## config.mk

```make
export PLATFORM = sky130hd
export DESIGN_NAME = dma_xlate_walker
export DESIGN_NICKNAME = d
export VERILOG_FILES = /design/src/rtl/dma_xlate_walker.sv
export SDC_FILE = /design/constraint.sdc
export NUM_CORES = 1
export LEC_CHECK = 0
export BUFFER_PORTS_ARGS = -buffer_cell sky130_fd_sc_hd__buf_4
export CAP_MARGIN = 30
export CORE_AREA = 4 4 165 167
export DETAILED_ROUTE_END_ITERATION = 10
export DIE_AREA = 0 0 169 171
export GPL_TIMING_DRIVEN = 1
export PLACE_DENSITY_LB_ADDON = 0.25
export SETUP_SLACK_MARGIN = 0.2
export SKIP_CTS_REPAIR_TIMING = 1
export SLEW_MARGIN = 20
export SYNTH_ARGS = -nofsm -noshare
export SYNTH_HDL_FRONTEND = slang
export SYNTH_SLANG_ARGS = --single-unit
```

## constraint.sdc

```tcl
create_clock -name clk -period 5.2 [get_ports clk]
set_clock_uncertainty 0.1 [all_clocks]
set_input_delay 0.26 -clock clk [delete_from_list [all_inputs] [get_ports clk]]
set_output_delay 0.26 -clock clk [all_outputs]
set_load 0.01 [all_outputs]
```

## src/rtl/dma_xlate_walker.sv

```systemverilog
module dma_xlate_walker #(
  parameter int LEN_W = 16
) (
  input  logic              clk,
  input  logic              rst_n,
  input  logic              req_valid,
  output logic              req_ready,
  input  logic [31:0]       req_addr,
  input  logic [LEN_W-1:0]  req_len,
  input  logic              req_write,
  input  logic [31:0]       tbl_base,
  input  logic [31:0]       win_start,
  output logic              mem_req_valid,
  input  logic              mem_req_ready,
  output logic [35:0]       mem_req_addr,
  input  logic              mem_rsp_valid,
  input  logic [31:0]       mem_rsp_data,
  output logic              out_valid,
  input  logic              out_ready,
  output logic [35:0]       out_pa,
  output logic [12:0]       out_len,
  output logic              flt_we,
  output logic [31:0]       flt_status,
  output logic [31:0]       flt_addr,
  output logic              irq,
  output logic              done,
  output logic              done_fault
);
  localparam int PG_SHIFT = 12;
  localparam int PG_BYTES = 1 << PG_SHIFT;
  localparam logic [31:0] ST_FAULT = 32'hC082_0000;
  localparam logic [31:0] ST_READ  = 32'h0004_0000;

  typedef enum logic [2:0] {S_IDLE, S_FETCH, S_WAIT, S_CHECK, S_EMIT, S_DONE} st_t;

  st_t              state;
  logic [31:0]      cur;
  logic [LEN_W-1:0] rem;
  logic             wr;
  logic [31:0]      pte;
  logic             faulted;

  logic [LEN_W-1:0] room, chunk;
  logic             bad;

  assign room  = LEN_W'(PG_BYTES) - LEN_W'(cur[PG_SHIFT-1:0]);
  assign chunk = (rem < room) ? rem : room;
  assign bad   = !pte[1] || (wr && !pte[2]);

  assign req_ready     = (state == S_IDLE);
  assign mem_req_valid = (state == S_FETCH);
  assign mem_req_addr  = ({4'b0, tbl_base} << 4)
                       + 36'((((cur & ~win_start) >> 10) & ~32'd3));
  assign out_valid     = (state == S_EMIT);
  assign out_pa        = {pte[31:8], cur[PG_SHIFT-1:0]};
  assign out_len       = chunk[PG_SHIFT:0];
  assign flt_we        = (state == S_CHECK) && bad;
  assign irq           = flt_we;
  assign flt_status    = ST_FAULT | (wr ? 32'd0 : ST_READ);
  assign flt_addr      = {cur[31:PG_SHIFT], {PG_SHIFT{1'b0}}};
  assign done          = (state == S_DONE);
  assign done_fault    = done && faulted;

  always_ff @(posedge clk) begin
    if (!rst_n) begin
      state   <= S_IDLE;
      cur     <= '0;
      rem     <= '0;
      wr      <= 1'b0;
      pte     <= '0;
      faulted <= 1'b0;
    end else begin
      case (state)
        S_IDLE: if (req_valid) begin
          cur     <= req_addr;
          rem     <= req_len;
          wr      <= req_write;
          faulted <= 1'b0;
          state   <= (req_len == '0) ? S_DONE : S_FETCH;
        end
        S_FETCH: if (mem_req_ready) state <= S_WAIT;
        S_WAIT: if (mem_rsp_valid) begin
          pte   <= mem_rsp_data;
          state <= S_CHECK;
        end
        S_CHECK: if (bad) begin
          faulted <= 1'b1;
          state   <= S_DONE;
        end else begin
          state <= S_EMIT;
        end
        S_EMIT: if (out_ready) begin
          cur   <= cur + 32'(chunk);
          rem   <= rem - chunk;
          state <= (rem == chunk) ? S_DONE : S_FETCH;
        end
        S_DONE:  state <= S_IDLE;
        default: state <= S_IDLE;
      endcase
    end
  end

  a_r1_busy_after_accept: assert property (@(posedge clk) disable iff (!rst_n)
    req_valid && req_ready |=> !req_ready);

  a_r3_piece_in_page: assert property (@(posedge clk) disable iff (!rst_n)
    out_valid |-> (out_len != 13'd0) &&
                  (({1'b0, out_len} + 14'(out_pa[11:0])) <= 14'd4096));

  a_r5_no_output_on_fault: assert property (@(posedge clk) disable iff (!rst_n)
    flt_we |=> !out_valid && !mem_req_valid);

  a_r7_fault_then_done: assert property (@(posedge clk) disable iff (!rst_n)
    flt_we |=> done && done_fault);

  a_r8_done_single: assert property (@(posedge clk) disable iff (!rst_n)
    done |=> !done && req_ready);

  a_r9_mem_hold: assert property (@(posedge clk) disable iff (!rst_n)
    mem_req_valid && !mem_req_ready |=> mem_req_valid && $stable(mem_req_addr));

  a_r10_out_hold: assert property (@(posedge clk) disable iff (!rst_n)
    out_valid && !out_ready |=> out_valid && $stable(out_pa) && $stable(out_len));
endmodule

```

=== Word level (Yosys, flattened, before mapping) ===
Cells that the tools add are included.

* Bits in registers: 85
* Bits of input ports: 151
* Output and inout bits: 156
* Word-level logic and storage cells: 58

* $add $sub $neg: 4
* Order comparisons: 1
* Eq/ne operators: 11
* Muxes and demuxes: 19
* Bitwise logic cells: 2
* Reduce and logical (&&, ||, !) cells: 15

{| class="wikitable"
|+ Operator list
! cell !! number
|-
| 2-to-1 mux 32 bit || 2
|-
| case mux 32 bit (2 select lines) || 1
|-
| 2-to-1 mux 16 bit || 3
|-
| adder 36 x 26 -> 36 bit || 1
|-
| AND 32 x 36 -> 36 bit || 1
|-
| inverter 32 -> 36 bit || 1
|-
| adder 32 x 16 -> 32 bit || 1
|-
| case mux 16 bit (2 select lines) || 1
|-
| 2-to-1 mux 19 bit || 1
|-
| 2-to-1 mux 3 bit || 6
|-
| == test 16 bit || 1
|-
| logical NOT 16 bit || 1
|-
| less-than comparator 16 bit || 1
|-
| subtractor 16 bit || 1
|-
| case mux 3 bit (5 select lines) || 1
|-
| subtractor 13 x 12 -> 14 bit, first input constant || 1
|-
| == test 3 x 2 -> 1 bit, second input constant || 2
|-
| == test 3 bit, second input constant || 2
|-
| != test 2 bit, second input constant || 3
|-
| AND reduction 3 bit || 2
|-
| != test 2 x 1 -> 1 bit, second input constant || 2
|-
| AND reduction 2 bit || 2
|-
| AND reduction 4 bit || 1
|-
| nonzero test 2 bit || 2
|-
| 7 further kinds || 12
|}

=== Logic depth before layout (Yosys ltp) ===
* Word-level depth: 7
* Mapped depth: 25
* Depth with buffers taken out: 23

=== Least setup slack after synthesis ===
OpenSTA, ideal clock, no wires.

* Path type: register to register
* Start point: reg cur[0]
* End point: reg cur[25]
* Library setup time: 132 ps
* Data arrival time: 4718 ps
* Data required time: 4968 ps
* Path slack: 250 ps
* Cell stages (with the launch flop): 24
* Path buffers: 2
* Clock period less this slack: 4950 ps
* Cells stage by stage: dfxtp_1 inv_1 ha_1 inv_1 nor2_1 xnor2_1 inv_1 ha_1 and3_1 nand2_1 o21ai_0 a21oi_1 o21ai_1 buf_2 mux2i_1 ha_1 a21o_1 a41oi_1 a31oi_1 o2111ai_1 a21oi_2 buf_6 a211oi_1 a311oi_2

* Longest elaborated chain between the ends: 6

{| class="wikitable"
|+ RTL lines
! element !! RTL line !! source
|-
| start: declaration || 37 || <nowiki>logic [31:0] cur;</nowiki>
|-
| start signal: assignment || 75 || <nowiki>cur <= req_addr;</nowiki>
|-
| start signal: assignment || 93 || <nowiki>cur <= cur + 32'(chunk);</nowiki>
|-
| subtractor 13 x 12 -> 14 bit (*) || 46 || <nowiki>assign room = LEN_W'(PG_BYTES) - LEN_W'(cur[PG_SHIFT-1:0]);</nowiki>
|-
| less-than comparator 16 bit || 47 || <nowiki>assign chunk = (rem < room) ? rem : room;</nowiki>
|-
| 2-to-1 mux 16 bit (*) || 47 ||
|-
| named net out_len[1] || 21 || <nowiki>output logic [12:0] out_len,</nowiki>
|-
| adder 32 x 16 -> 32 bit (*) || 93 ||
|-
| 2-to-1 mux 32 bit (*) || 92 || <nowiki>S_EMIT: if (out_ready) begin</nowiki>
|-
| case mux 32 bit (2 select lines) (*) || 73 || <nowiki>case (state)</nowiki>
|}

The timed path passes the listed nets; every way through them passes the cells marked *. The select of a mux whose other input is x is not followed.
A chain may end at the register's enable or synchronous reset.

=== Worst setup path after layout ===
* Start point: reg cur[2]
* End point: reg cur[19]

* Longest elaborated chain between the ends: 6

{| class="wikitable"
|+ RTL lines
! element !! RTL line
|-
| subtractor 13 x 12 -> 14 bit || 46
|-
| less-than comparator 16 bit || 47
|-
| 2-to-1 mux 16 bit || 47
|-
| adder 32 x 16 -> 32 bit (*) || 93
|-
| 2-to-1 mux 32 bit (*) || 92
|-
| case mux 32 bit (2 select lines) (*) || 73
|}

Mark *: on every way between the ends. The rest lies on a longest branch, timed or not. The select of a mux whose other input is x is not followed.

==> results by group <==
Drt
  • Routed Antenna Nets: 0
  • Starting DRT DRC Count: between 400 and 500
  • Via density: around 5.1
  • Number of remaining DRC errors: 0
  • DR WL/cell: 16.6 um
  • Drt total wl: roughly 27000 um
  • Via Count: 8154
  • First-pass iteration count of the detailed router: 5

Clock tree
  • Worst-case clock buffer depth: 2
  • CTS tree: built
  • Clock-pin slew on the worst setup and hold paths: around 0.070 ns
  • Clock Sink Count: 79
  • H-tree depth: 3
  • Num CTS Buffers: 9
  • Root buf cell: clkbuf_16
  • Clock Latency Late Sink: around 0.35 ns

GRT
  • Largest net degree at the start of global routing: 58
  • Number of global-route vias before repair: between 7000 and 8000
  • Initial antenna violation count: 0
  • Gr ovfl total: 0
  • First-pass GRT wire length: ~40000 um
  • GRT Resource Usage Total: 0.169

Timing
  • Fmax: 0.202 GHz
  • # setup viols final: 0
  • Final Hold Viols: 0
  • Least-Margin Pin Slew: between 0.8 and 0.9 ns
  • Final min period: approximately 5 ns
  • Slew Viols, Final: 0
  • RSZ-0062 raised after global routing: true
  • Fin worst setup slack: 0.252 ns
  • Relative slew slack: 0.453
  • Final worst path period share: 0.951
  • Setup TNS: 0 ns

Hold path
  • Worst Hold Class: in2reg
  • Hold path cells: 3
  • Hold_sp: mem_rsp_data[22]

Critical path
  • Worst Path Buf+Inv: 5
  • Crit. Startpoint: cur[2]$_SDFFE_PN0P_
  • FF-to-FF setup slack: ~0.25 ns
  • Worst-path maximum fanout: 6
  • Startpoint types: flop
  • Critical path depth: 26
  • CP Capture Type: flop
  • CP Class: reg2reg
  • Critical path required time: 5.34 ns
  • Worst r2r src: cur[2]$_SDFFE_PN0P_
  • Top cell family by delay on the critical path: compound AO/OA/AOI/OAI gates
  • Worst path arrival time: ~5.1 ns
  • Worst Reg-to-Reg Cells: 26
  • Slowest cell on crit path: a2111o_1
  • CP peak stage delay: roughly 0.41 ns

Floorplanning
  • Die width: roughly 170 um
  • Die area: around 29000 um^2
  • Core area: approximately 26000 um^2
  • Ports: 307
  • Die Y-Extent: around 170 um
  • Starting density of the core: 0.296
  • Site row count: 59

Synth
  • Asr flop ratio synth: 0
  • Ranking of synthesized cells by area: dfxtp_1 21%, ha_1 9.8%, buf_4 6.9%
  • Sequential area share after synthesis: 0.207
  • Top_reg_cell synth: dfxtp_1
  • Post-synthesis cell count: approximately 1000
  • Cell taking the most area after synthesis: dfxtp_1
  • Mapped cell area: approximately 7600 um^2
  • Syn Area/Cell: 7.48 um^2
  • Synth top area share: 0.207
  • Yosys reg bits: between 70 and 80
  • Number of distinct library cells after synthesis: a little over 70
  • Syn. warnings: 0
  • EDFF count, synth: 0

Power
  • Maximum vdd drop: about 0.00019 V
  • Leakage: between 4 and 5 nW
  • PD cells: 315 nW/um^2

Cells and area
  • Area of the multi-input gates: 5810 um^2
  • Final #Nets: about 1500
  • FILL cells: 2676
  • # diodes: 0
  • Finished Layout Cells: between 1500 and 2000
  • Ratio of cells with drive above 1 in the final layout: 0.323
  • Post-layout util: 0.412
  • Sequential Area: 1590 um^2
  • Layout area overhead: 39.0%
  • Design area: about 11000 um^2

Placement
  • HPWL Detailed: around 20000 um
  • Placed cell area: about 9700 um^2
  • Setup Slack @ Placement: -0.0400 ns
  • Post-placement cell count: roughly 1600
  • PortBufs: around 240
  • GPL Wtd Cong: roughly 0.83

Job
  • Total of max-cap violations: 0

Status
  • Status: finished, final reports clean
==> final cells by class <==
type	count	area share
multi-input combinational	835	0.547
timing repair buffer	304	0.221
sequential	79	0.150
tap	335	0.0395
clock buffer	10	0.0216
inverter	35	0.0124
clock inverter	6	0.00802
==> metrics by stage <==
step | power (mW) | hold WS [ns]
final | 3.34 | 0.0535
after floorplan | 1.82 | 0.296
after global routing | 3.58 | 0.0524
after CTS | 3.13 | 0.0401
after detailed placement | 2.40 | 0.343
after global placement | 2.39 | 0.340
==> cell families after synthesis <==
kind of cell | count (synthesis) | share of synthesized area
simple gates | 350 | 0.219
compound gates | 288 | 0.248
buf+inv | 153 | 0.112
flops | 79 | 0.207
fa+ha+maj | 63 | 0.106
xor+xnor | 55 | 0.0631
mux | 31 | 0.0431
other cells | 2 | 0.000984
==> registers in the layout, indices dropped and copies added, names as in the netlist <==
register and cells:
pte 26, state 3, rem 16, wr 1, cur 32, faulted 1
==> worst reg2reg max path, stage by stage, from the launching register on <==
cell and delay, ns:
dfxtp_4 0.37, nor2_4 0.09, nand2_2 0.08, nor4_2 0.30, buf_4 0.17, nand3_1 0.09
xor2_1 0.17, inv_1 0.10, ha_4 0.22, a21oi_2 0.16, nor2b_4 0.05, o21ai_2 0.12
nand2b_1 0.07, a211oi_2 0.20, o21ai_2 0.08, buf_6 0.14, buf_6 0.12, mux2_4 0.31
ha_4 0.29, nand2_4 0.05, a2111o_1 0.41, a31oi_4 0.23, o2111ai_4 0.18, a21oi_4 0.21
buf_12 0.15, nor3_4 0.04, a311o_1 0.32
==> synthesized netlist by cell type, drive strengths merged, types with 7 or more instances <==
cell type / count
a21oi: 91
o21a: 10
a31oi: 17
nand2b: 7
clkbuf: 32
nand2: 131
dfxtp: 79
xnor2: 41
nor3: 20
xor2: 14
ha: 60
nand4: 16
a211oi: 17
buf: 86
and3: 20
and2: 8
a21o: 21
o21ai: 48
inv: 35
nor2: 61
a311oi: 12
nor2b: 29
mux2: 15
nand3: 26
mux2i: 16
o211ai: 12
nor4: 11
==> metal layers <==
metal / GRT usage / share of wire / vias to the layer above
met2: 0.296 / 0.49 / 269
met5: 0 / 0 / -
met1: 0.216 / 0.43 / 3788
li1: - / - / 4066
met4: 0.0392 / 0.016 / 0
met3: 0.0310 / 0.069 / 31
==> path summary, 6_finish.rpt <==
path | to
setup / recovery | cur[19]$_SDFFE_PN0P_
hold / removal | pte[22]$_SDFFE_PN0P_
setup reg to reg | cur[19]$_SDFFE_PN0P_
hold reg to reg | pte[2]$_SDFFE_PN0P_
==> cells in the final DEF, fill, tap and decap left out, types with 5 or more instances in the layout <==
| cell | Yosys | layout |
|---|---|---|
| a311oi_1 | 11 | 11 |
| nand3_1 | 26 | 23 |
| a211o_1 | 5 | 5 |
| mux2i_1 | 16 | 14 |
| xor2_1 | 14 | 14 |
| conb_1 | 2 | 48 |
| nand4_1 | 16 | 16 |
| o21ai_0 | 47 | 39 |
| nor3_1 | 20 | 17 |
| o21ai_1 | 1 | 7 |
| and2_1 | 8 | 7 |
| ha_1 | 60 | 48 |
| mux2_2 | 15 | 12 |
| a211oi_1 | 17 | 13 |
| buf_4 | 70 | 293 |
| or3_1 | 5 | 5 |
| a21oi_1 | 90 | 82 |
| nor2_1 | 61 | 57 |
| dfxtp_1 | 79 | 75 |
| inv_1 | 35 | 34 |
| nor2b_1 | 29 | 27 |
| and3_1 | 20 | 19 |
| xnor2_1 | 41 | 40 |
| a31oi_1 | 16 | 15 |
| a21o_1 | 21 | 20 |
| o211ai_1 | 12 | 12 |
| nor4_1 | 11 | 9 |
| clkbuf_16 | 0 | 10 |
| a21oi_2 | 1 | 6 |
| ha_4 | 0 | 10 |
| buf_6 | 1 | 8 |
| o21a_1 | 10 | 10 |
| nand2b_1 | 7 | 7 |
| nand2_1 | 131 | 126 |
==> report_power, final <==
part           internal (mW)  switching (mW)
Sequential             0.661          0.0795
Combinational          0.932           0.973
Clock                  0.419           0.277
No activity file was read; power rests on OpenSTA's default activity.
